**src/rtl/grp_irq_regs.sv**
```systemverilog
module grp_irq_regs #(
  parameter int GROUPS     = 31,
  parameter int NMI_GROUPS = 2,
  parameter int ADDR_W     = $clog2(GROUPS * 4)
) (
  input  logic                  clk,
  input  logic                  rst_n,
  input  logic [ADDR_W-1:0]     bus_addr,
  input  logic                  bus_wr,
  input  logic                  bus_rd,
  input  logic [7:0]            bus_wdata,
  output logic [7:0]            bus_rdata,
  input  logic [GROUPS*4-1:0]   irq_pulse,
  output logic                  nmi_out,
  output logic [GROUPS*4-1:0]   pend_vec,
  output logic [GROUPS*3-1:0]   level_vec
);
  localparam int LINES = 4;
  localparam int LVL_W = 3;
  localparam int GI_W  = ADDR_W - 2;
  localparam int RQ_W  = GROUPS * LINES;

  logic [GI_W-1:0]             sel_grp;
  logic [1:0]                  sel_byte;
  logic [GROUPS-1:0][7:0]      rd_byte;
  logic [GROUPS-1:0]           nmi_ev;
  logic [RQ_W-1:0]             req_all;
  logic [7:0]                  rd_next;

  assign sel_grp  = bus_addr[ADDR_W-1:2];
  assign sel_byte = bus_addr[1:0];

  for (genvar g = 0; g < GROUPS; g++) begin : g_grp
    logic             hit;
    logic [LINES-1:0] req_q;
    logic [LINES-1:0] en;
    logic [LVL_W-1:0] lvl;
    logic [LINES-1:0] pulse;

    assign hit   = (32'(sel_grp) == g);
    assign pulse = irq_pulse[g*LINES +: LINES];

    if (g < NMI_GROUPS) begin : g_nmi
      logic [LINES-1:0] clr, set;
      assign clr = (bus_wr && hit && sel_byte == 2'd0) ? bus_wdata[3:0] : '0;
      assign set = (bus_wr && hit && sel_byte == 2'd3) ? bus_wdata[3:0] : '0;
      assign en  = '1;
      assign lvl = '0;

      always_ff @(posedge clk) begin
        if (!rst_n) req_q <= '0;
        else        req_q <= (req_q & ~clr) | set | pulse;
      end

      assign rd_byte[g] = (sel_byte == 2'd0) ? {4'h0, req_q} : 8'h00;
      assign nmi_ev[g]  = |(pulse & en);
    end else begin : g_mask
      logic             wr0, wr1;
      logic [LINES-1:0] clr, set;
      logic [LINES-1:0] en_q;
      logic [LVL_W-1:0] lvl_q;

      assign wr0 = bus_wr && hit && sel_byte == 2'd0;
      assign wr1 = bus_wr && hit && sel_byte == 2'd1;
      assign set = wr0 ? (bus_wdata[3:0] &  bus_wdata[7:4]) : '0;
      assign clr = wr0 ? (bus_wdata[3:0] & ~bus_wdata[7:4]) : '0;
      assign en  = en_q;
      assign lvl = lvl_q;

      always_ff @(posedge clk) begin
        if (!rst_n) begin
          req_q <= '0;
          en_q  <= '0;
          lvl_q <= '0;
        end else begin
          req_q <= (req_q & ~clr) | set | pulse;
          if (wr1) begin
            en_q  <= bus_wdata[3:0];
            lvl_q <= bus_wdata[6:4];
          end
        end
      end

      always_comb begin
        case (sel_byte)
          2'd0:    rd_byte[g] = {req_q, req_q & en_q};
          2'd1:    rd_byte[g] = {1'b0, lvl_q, en_q};
          default: rd_byte[g] = 8'h00;
        endcase
      end
      assign nmi_ev[g] = 1'b0;
    end

    assign req_all[g*LINES +: LINES]  = req_q;
    assign pend_vec[g*LINES +: LINES] = req_q & en;
    assign level_vec[g*LVL_W +: LVL_W] = lvl;
  end

  always_comb begin
    rd_next = 8'h00;
    for (int g = 0; g < GROUPS; g++)
      if (32'(sel_grp) == g) rd_next = rd_byte[g];
  end

  always_ff @(posedge clk) begin
    if (!rst_n) begin
      bus_rdata <= 8'h00;
      nmi_out   <= 1'b0;
    end else begin
      bus_rdata <= bus_rd ? rd_next : 8'h00;
      nmi_out   <= |nmi_ev;
    end
  end
endmodule

```
**config.mk**
```make
export PLATFORM = sky130hd
export DESIGN_NAME = grp_irq_regs
export DESIGN_NICKNAME = d
export VERILOG_FILES = /design/src/rtl/grp_irq_regs.sv
export SDC_FILE = /design/constraint.sdc
export NUM_CORES = 1
export LEC_CHECK = 0
export BUFFER_PORTS_ARGS = -buffer_cell sky130_fd_sc_hd__buf_2
export CAP_MARGIN = 20
export CORE_ASPECT_RATIO = 0.7
export CORE_MARGIN = 10
export CORE_UTILIZATION = 40
export CTS_CLUSTER_SIZE = 14
export DETAILED_ROUTE_END_ITERATION = 12
export SLEW_MARGIN = 30
export SYNTH_ARGS = -nofsm -noshare
export SYNTH_HDL_FRONTEND = slang
export SYNTH_SLANG_ARGS = --single-unit
```
**constraint.sdc**
```tcl
create_clock -name clk -period 2.56 [get_ports clk]
set_clock_uncertainty 0.1 [all_clocks]
set_input_delay 0.512 -clock clk [delete_from_list [all_inputs] [get_ports clk]]
set_output_delay 0.512 -clock clk [all_outputs]
set_load 0.05 [all_outputs]
```
* Word level (Yosys, flattened, before mapping)
Index checks and enable logic that the tools add are counted.
Word-level totals: flip-flop bits (word level) 336, bits of input ports 143, output and inout port bits 226
Operators by class: equal/unequal tests 32, multiplexer cells 124, bitwise gates (word level) 156, reductions and logical operators 97
Operators with widths (count):
- $pmux 8 s2 | 29
- $mux 4 | 65
- $and 4x4->4 | 62
- $or 4x4->4 | 62
- $mux 8 | 30
- $not 4->4 | 32
- $logic_and 1x1->1 | 93
- $eq 5x5->1 const B | 15
- $eq 5x4->1 const B | 8
- $eq 5x3->1 const B | 4
- $eq 5x2->1 const B | 2
- $reduce_or 8->1 | 1
- $eq 5x1->1 const B | 1
- $logic_not 5->1 | 1
- $eq 2x1->1 const B | 1
- $eq 2x2->1 const B | 1
- $logic_not 2->1 | 1
- $reduce_and 2->1 | 1

* Depth between registers and ports, before layout
depth after elaboration 33, mapped depth 11, mapped depth without buffers 7

* Worst setup path before layout
No wires, ideal clock.
path type in2reg, start input bus_addr[0], end register bus_rdata[5], data arrival time 2182 ps, data required time 2331 ps, slack 149 ps, stages on the path 10, buffers on the path 4, path through buf_2 -> buf_6 -> buf_2 -> buf_2 -> mux2i_1 -> nor2_1 -> a211oi_1 -> nand2_1 -> nor4b_1 -> o22ai_1
Between the ends: word-level cells in the longest chain between the ends 31
Ends and longest elaborated chain:
- start: declaration | RTL line 8 | input logic [ADDR_W-1:0] bus_addr,
- $eq 2x1->1 / $logic_not 2->1 (equally long branches) | RTL line 85 | case (sel_byte)
- $pmux 8 s2 | RTL line 85
- $mux 8 (28 in a row) | RTL line 102 | if (32'(sel_grp) == g) rd_next = rd_byte[g];
- $mux 8 * | RTL line 102
- end signal: assignment | RTL line 110 | bus_rdata <= bus_rd ? rd_next : 8'h00;
- end: declaration | RTL line 12 | output logic [7:0] bus_rdata,
Mark *: on every way between the ends. The rest lies on a longest branch, timed or not. A chain may end at the register's enable or synchronous reset.

* Worst setup path after layout
start input bus_addr[0], end register bus_rdata[2]
Between the ends: word-level cells in the longest chain between the ends 33
Ends and longest elaborated chain:
- $logic_not 2->1 | RTL line 55, 85
- $mux 4 | RTL line 55 | assign rd_byte[g] = (sel_byte == 2'd0) ? {4'h0, req_q} : 8'h00;
- $mux 4 | RTL line 102
- $mux 8 (29 in a row) | RTL line 102
- $mux 8 * | RTL line 102
Marks and branches as above.

==> flow_summary.toml <==
[routing]
dr_total_vias = 20900
wl_um = 92100
drt_iter0_markers = 2521
drc_errors = 0
ant_nets = 0
viasPerCell = 5.84
dr.pass1.iters = 5
wl_per_cell_um = 25.8

[worst_setup_path]
cpMaxStageDelayCell = "nor4_1"
arrival_ps = 2890
crit_path_end_kind = "flip-flop"
path_cells = "clkbuf_8, buf_16, buf_4, o21ai_0, o221ai_1, and4_1, o31ai_1, a31oi_1, nor4_1, a21oi_1"
cp.depth = 10
r2r-end = "bus_rdata[5]$_SDFF_PN0_"
start_kind = "primary input"
max_stage_delay_ps = 450
crit_required_ps = 2870
crit_family = "compound AO/OA/AOI/OAI gates"
rr_startpoint = "g_grp[4].g_mask.lvl_q[1]$_SDFFE_PN0P_"
critPathLaunch = "bus_addr[0]"
crit_type = "in2reg"
r2r_cells = 7
crit_path_end = "bus_rdata[2]$_SDFF_PN0_"
crit_buf_inv = 3
r2r_slack_ps = 110
path_max_fanout = 40

[clock_network]
post_cts.repair.setup_buffers = 0
cts_root_buf = "clkbuf_16"
cts_num_sinks = 336
cts_max_path_buffers = 3
htreeDepth = 2
clk_pin_slew_worst_paths_ps = 60
cts_tree = "built"
numCtsBuffers = 36
clkLatencyLatePin_ps = 550

[global_routing]
grt_first_pass_wirelength_um = 135000
grt_pass1_vias = 20600
grt_max_degree = 172
grt.overflow.total = 0
grt.total_usage_pct = 31.0
antenna_found_initial = 3

[sta]
max_freq_mhz = 388
setup_slack_ps = -14.7
period_needed_ps = 2570
hold_violations = 0
setup_viol = 1
relSlewSlack_pct = 36.9
whs_ps = 72.2
slew_violations = 0
rsz0062_at_grt = "false"
min_period_over_period_pct = 101
max_slew.worst_pin.slew_ps = 947

[cells_and_area]
antenna_cells = 0
drive_gt1_share_pct = 32.0
utilization_pct = 53.6
finalNetCount = 3080
final_area_mm2 = 0.0250
final_cell_count_no_fill = 3571
area_delta_synth_final_pct = 31.7

[placement]
io_buffers = 362
gp_congestion = 0.985
placed_area_mm2 = 0.0238
dp_slack_ps = -616
dp_cells = 3511
dp_hpwl_um = 69900

[worst_hold_path]
hp-class = "in2reg"

[yosys]
ys.flop_type = "dfxtp_1"
synth_area_mm2 = 0.0190
synth_top_area_share_pct = 35.4
synth_edf_count = 0
synthDistinctLibCells = 78
synth_area_leaders = "dfxtp_1 35%, nand2_1 11%, a21boi_0 7.0%"
syn_inst = 2339
seq_area_frac_synth_pct = 35.4
ys_ff_latch = 336
avgSynthCellArea_um2 = 8.13
synth_top_cell_by_area = "dfxtp_1"
async_flop_share_pct = 0
yosysWarnings = 0

[pwr]
cellLeakagePower_nw = 10.5
combinationalPowerShare_pct = 14.1
p_sw_share_pct = 27.8
switching_power_mw = 3.51
seqPwrFrac_pct = 44.1
vdd_drop_max_uv = 396
pwr-share-clk_pct = 41.8
internal_power_mw = 9.13
powerDensity_mw_per_mm2 = 505

[floorplan]
rows = 66
die_area_mm2 = 0.0568
fp.coreArea_mm2 = 0.0467
die_width_um = 281
initial_core_util_pct = 40.7
pin_count = 369
fp.dieH_um = 202

[outcome]
outcome = "finished with violations"
violations = "setup timing"

[run]
maxCapViolCount = 0
area by class of cell:
class | instances | area [um2]
Inverter | 9 | 33.8
Clock buffer | 51 | 1070
Tap cell | 612 | 766
Clock inverter | 9 | 85.1
Timing Repair Buffer | 730 | 4890
Sequential cell | 336 | 6730
Fill cell | 4464 | 21700
Multi-Input combinational cell | 1824 | 11500
how the worst min path moves through the flow:
stage | startpoint | end | slack (ps) | cells past startpoint
final | irq_pulse[103] | g_grp[25].req_q[3]$_SDFF_PN0_ | 70 | 2
after global routing | irq_pulse[101] | g_grp[25].req_q[1]$_SDFF_PN0_ | 70 | 2
after CTS | irq_pulse[103] | g_grp[25].req_q[3]$_SDFF_PN0_ | 50 | 2
after detailed placement | g_grp[28].en[1]$_SDFFE_PN0P_ | g_grp[28].en[1]$_SDFFE_PN0P_ | 370 | 2
after global placement | g_grp[30].en[3]$_SDFFE_PN0P_ | g_grp[30].en[3]$_SDFFE_PN0P_ | 360 | 2
after floorplan | g_grp[21].en[1]$_SDFFE_PN0P_ | g_grp[21].en[1]$_SDFFE_PN0P_ | 350 | 2
power groups by stage:
| stage | logic (mW) | clock network, mW | registers [mW] |
|---|---|---|---|
| 2_1_floorplan | 0.879 | 0 | 5.65 |
| 3_3_place_gp | 1.72 | 0 | 5.68 |
| 3_5_place_dp | 1.73 | 0 | 5.68 |
| 4_1_cts | 1.74 | 5.34 | 5.57 |
| 5_1_grt | 1.86 | 5.52 | 5.59 |
| 6_report | 1.79 | 5.28 | 5.58 |
flip-flops by register name, summed over array words and instances, names as in the netlist:
name	flops
bus_rdata	8
g_grp.en	116
g_grp.g_mask.lvl_q	87
g_grp.req_q	124
nmi_out	1
through the flow:
stage	power (mW)	TNS [ps]
final	12.6	-14.7
after detailed placement	7.41	-13370
after global placement	7.40	-11820
after floorplan	6.53	0
after global routing	13.0	0
after CTS	12.6	0
routing by layer:
metal  part of all wire (%)  GRT usage [%]  vias up  wire (um)
li1                       -              -     9402          -
met1                     46           45.3    10200      42600
met2                     41           44.1     1139      37400
met3                     11           8.70      121      10500
met4                    1.7           6.21        4       1610
met5                  0.035              0        -         32
cell families (layout without fill, tap and decap cells):
family,Yosys count,in the layout,share of synthesized area (%)
other,1,6,0.0197
buffers and inverters,184,799,4.59
muxes,240,240,13.5
DFF,336,336,35.4
and+or+nand+nor,950,950,22.9
AOI/OAI and AO/OA,628,628,23.6
repair_timing:
item / 4_1_cts / 5_1_grt
pin swaps: 0 / 1
hold buffers: 0 / 0
endpoints found under the setup margin: 1 / 6
gates resized for setup: 1 / 10
worst reg2reg max path, stage by stage (launching register included):
cell     delay, ps
dfxtp_1        380
mux2i_1        210
nor3_1          60
or4_1          560
o31ai_1        390
a21oi_1        140
nor4b_1        370
o22ai_1        120
layout by cell type, fill, tap and decap left out, drive strengths merged, types with 5 or more instances in the layout:
cell,count
a21boi,177
mux2i,114
nand4,5
clkbuf,53
or2,9
buf,728
a21o,5
o211ai,40
conb,6
nor3,39
dfxtp,336
and2,119
a211oi,7
a221oi,13
o32ai,5
nor2b,39
nand3,22
o2111ai,22
o22ai,25
or3b,5
nor4,15
nand2,542
o31ai,6
a31oi,13
inv,10
o21ai,102
a211o,6
nand2b,6
o311ai,10
o21a,119
mux2,125
a21oi,34
a22oi,6
nor2,122
nor3b,6
o211a,11
cells in the mapped netlist, types with 6 or more instances:
master     instances
mux2_1            12
a21boi_0         177
nand2_1          540
nor2_2            15
o31ai_1            6
mux2_2           113
nand2b_1           6
a22oi_1            6
o2111ai_1         22
a221oi_1          13
o21ai_0           99
a211oi_1           7
a21oi_1           34
o311ai_0          10
a31oi_1           13
o211ai_1          40
dfxtp_1          336
o211a_1           11
inv_1              7
clkbuf_1          87
buf_2             40
nor2_1           105
nor4_1            15
buf_4             25
a211o_1            6
or2_2              7
mux2i_1          114
nor3_1            36
o22ai_1           25
nor2b_1           38
and2_1           119
o21a_1           119
nand3_1           22
buf_1             18
Note: power is estimated with default switching activity, not from simulation.
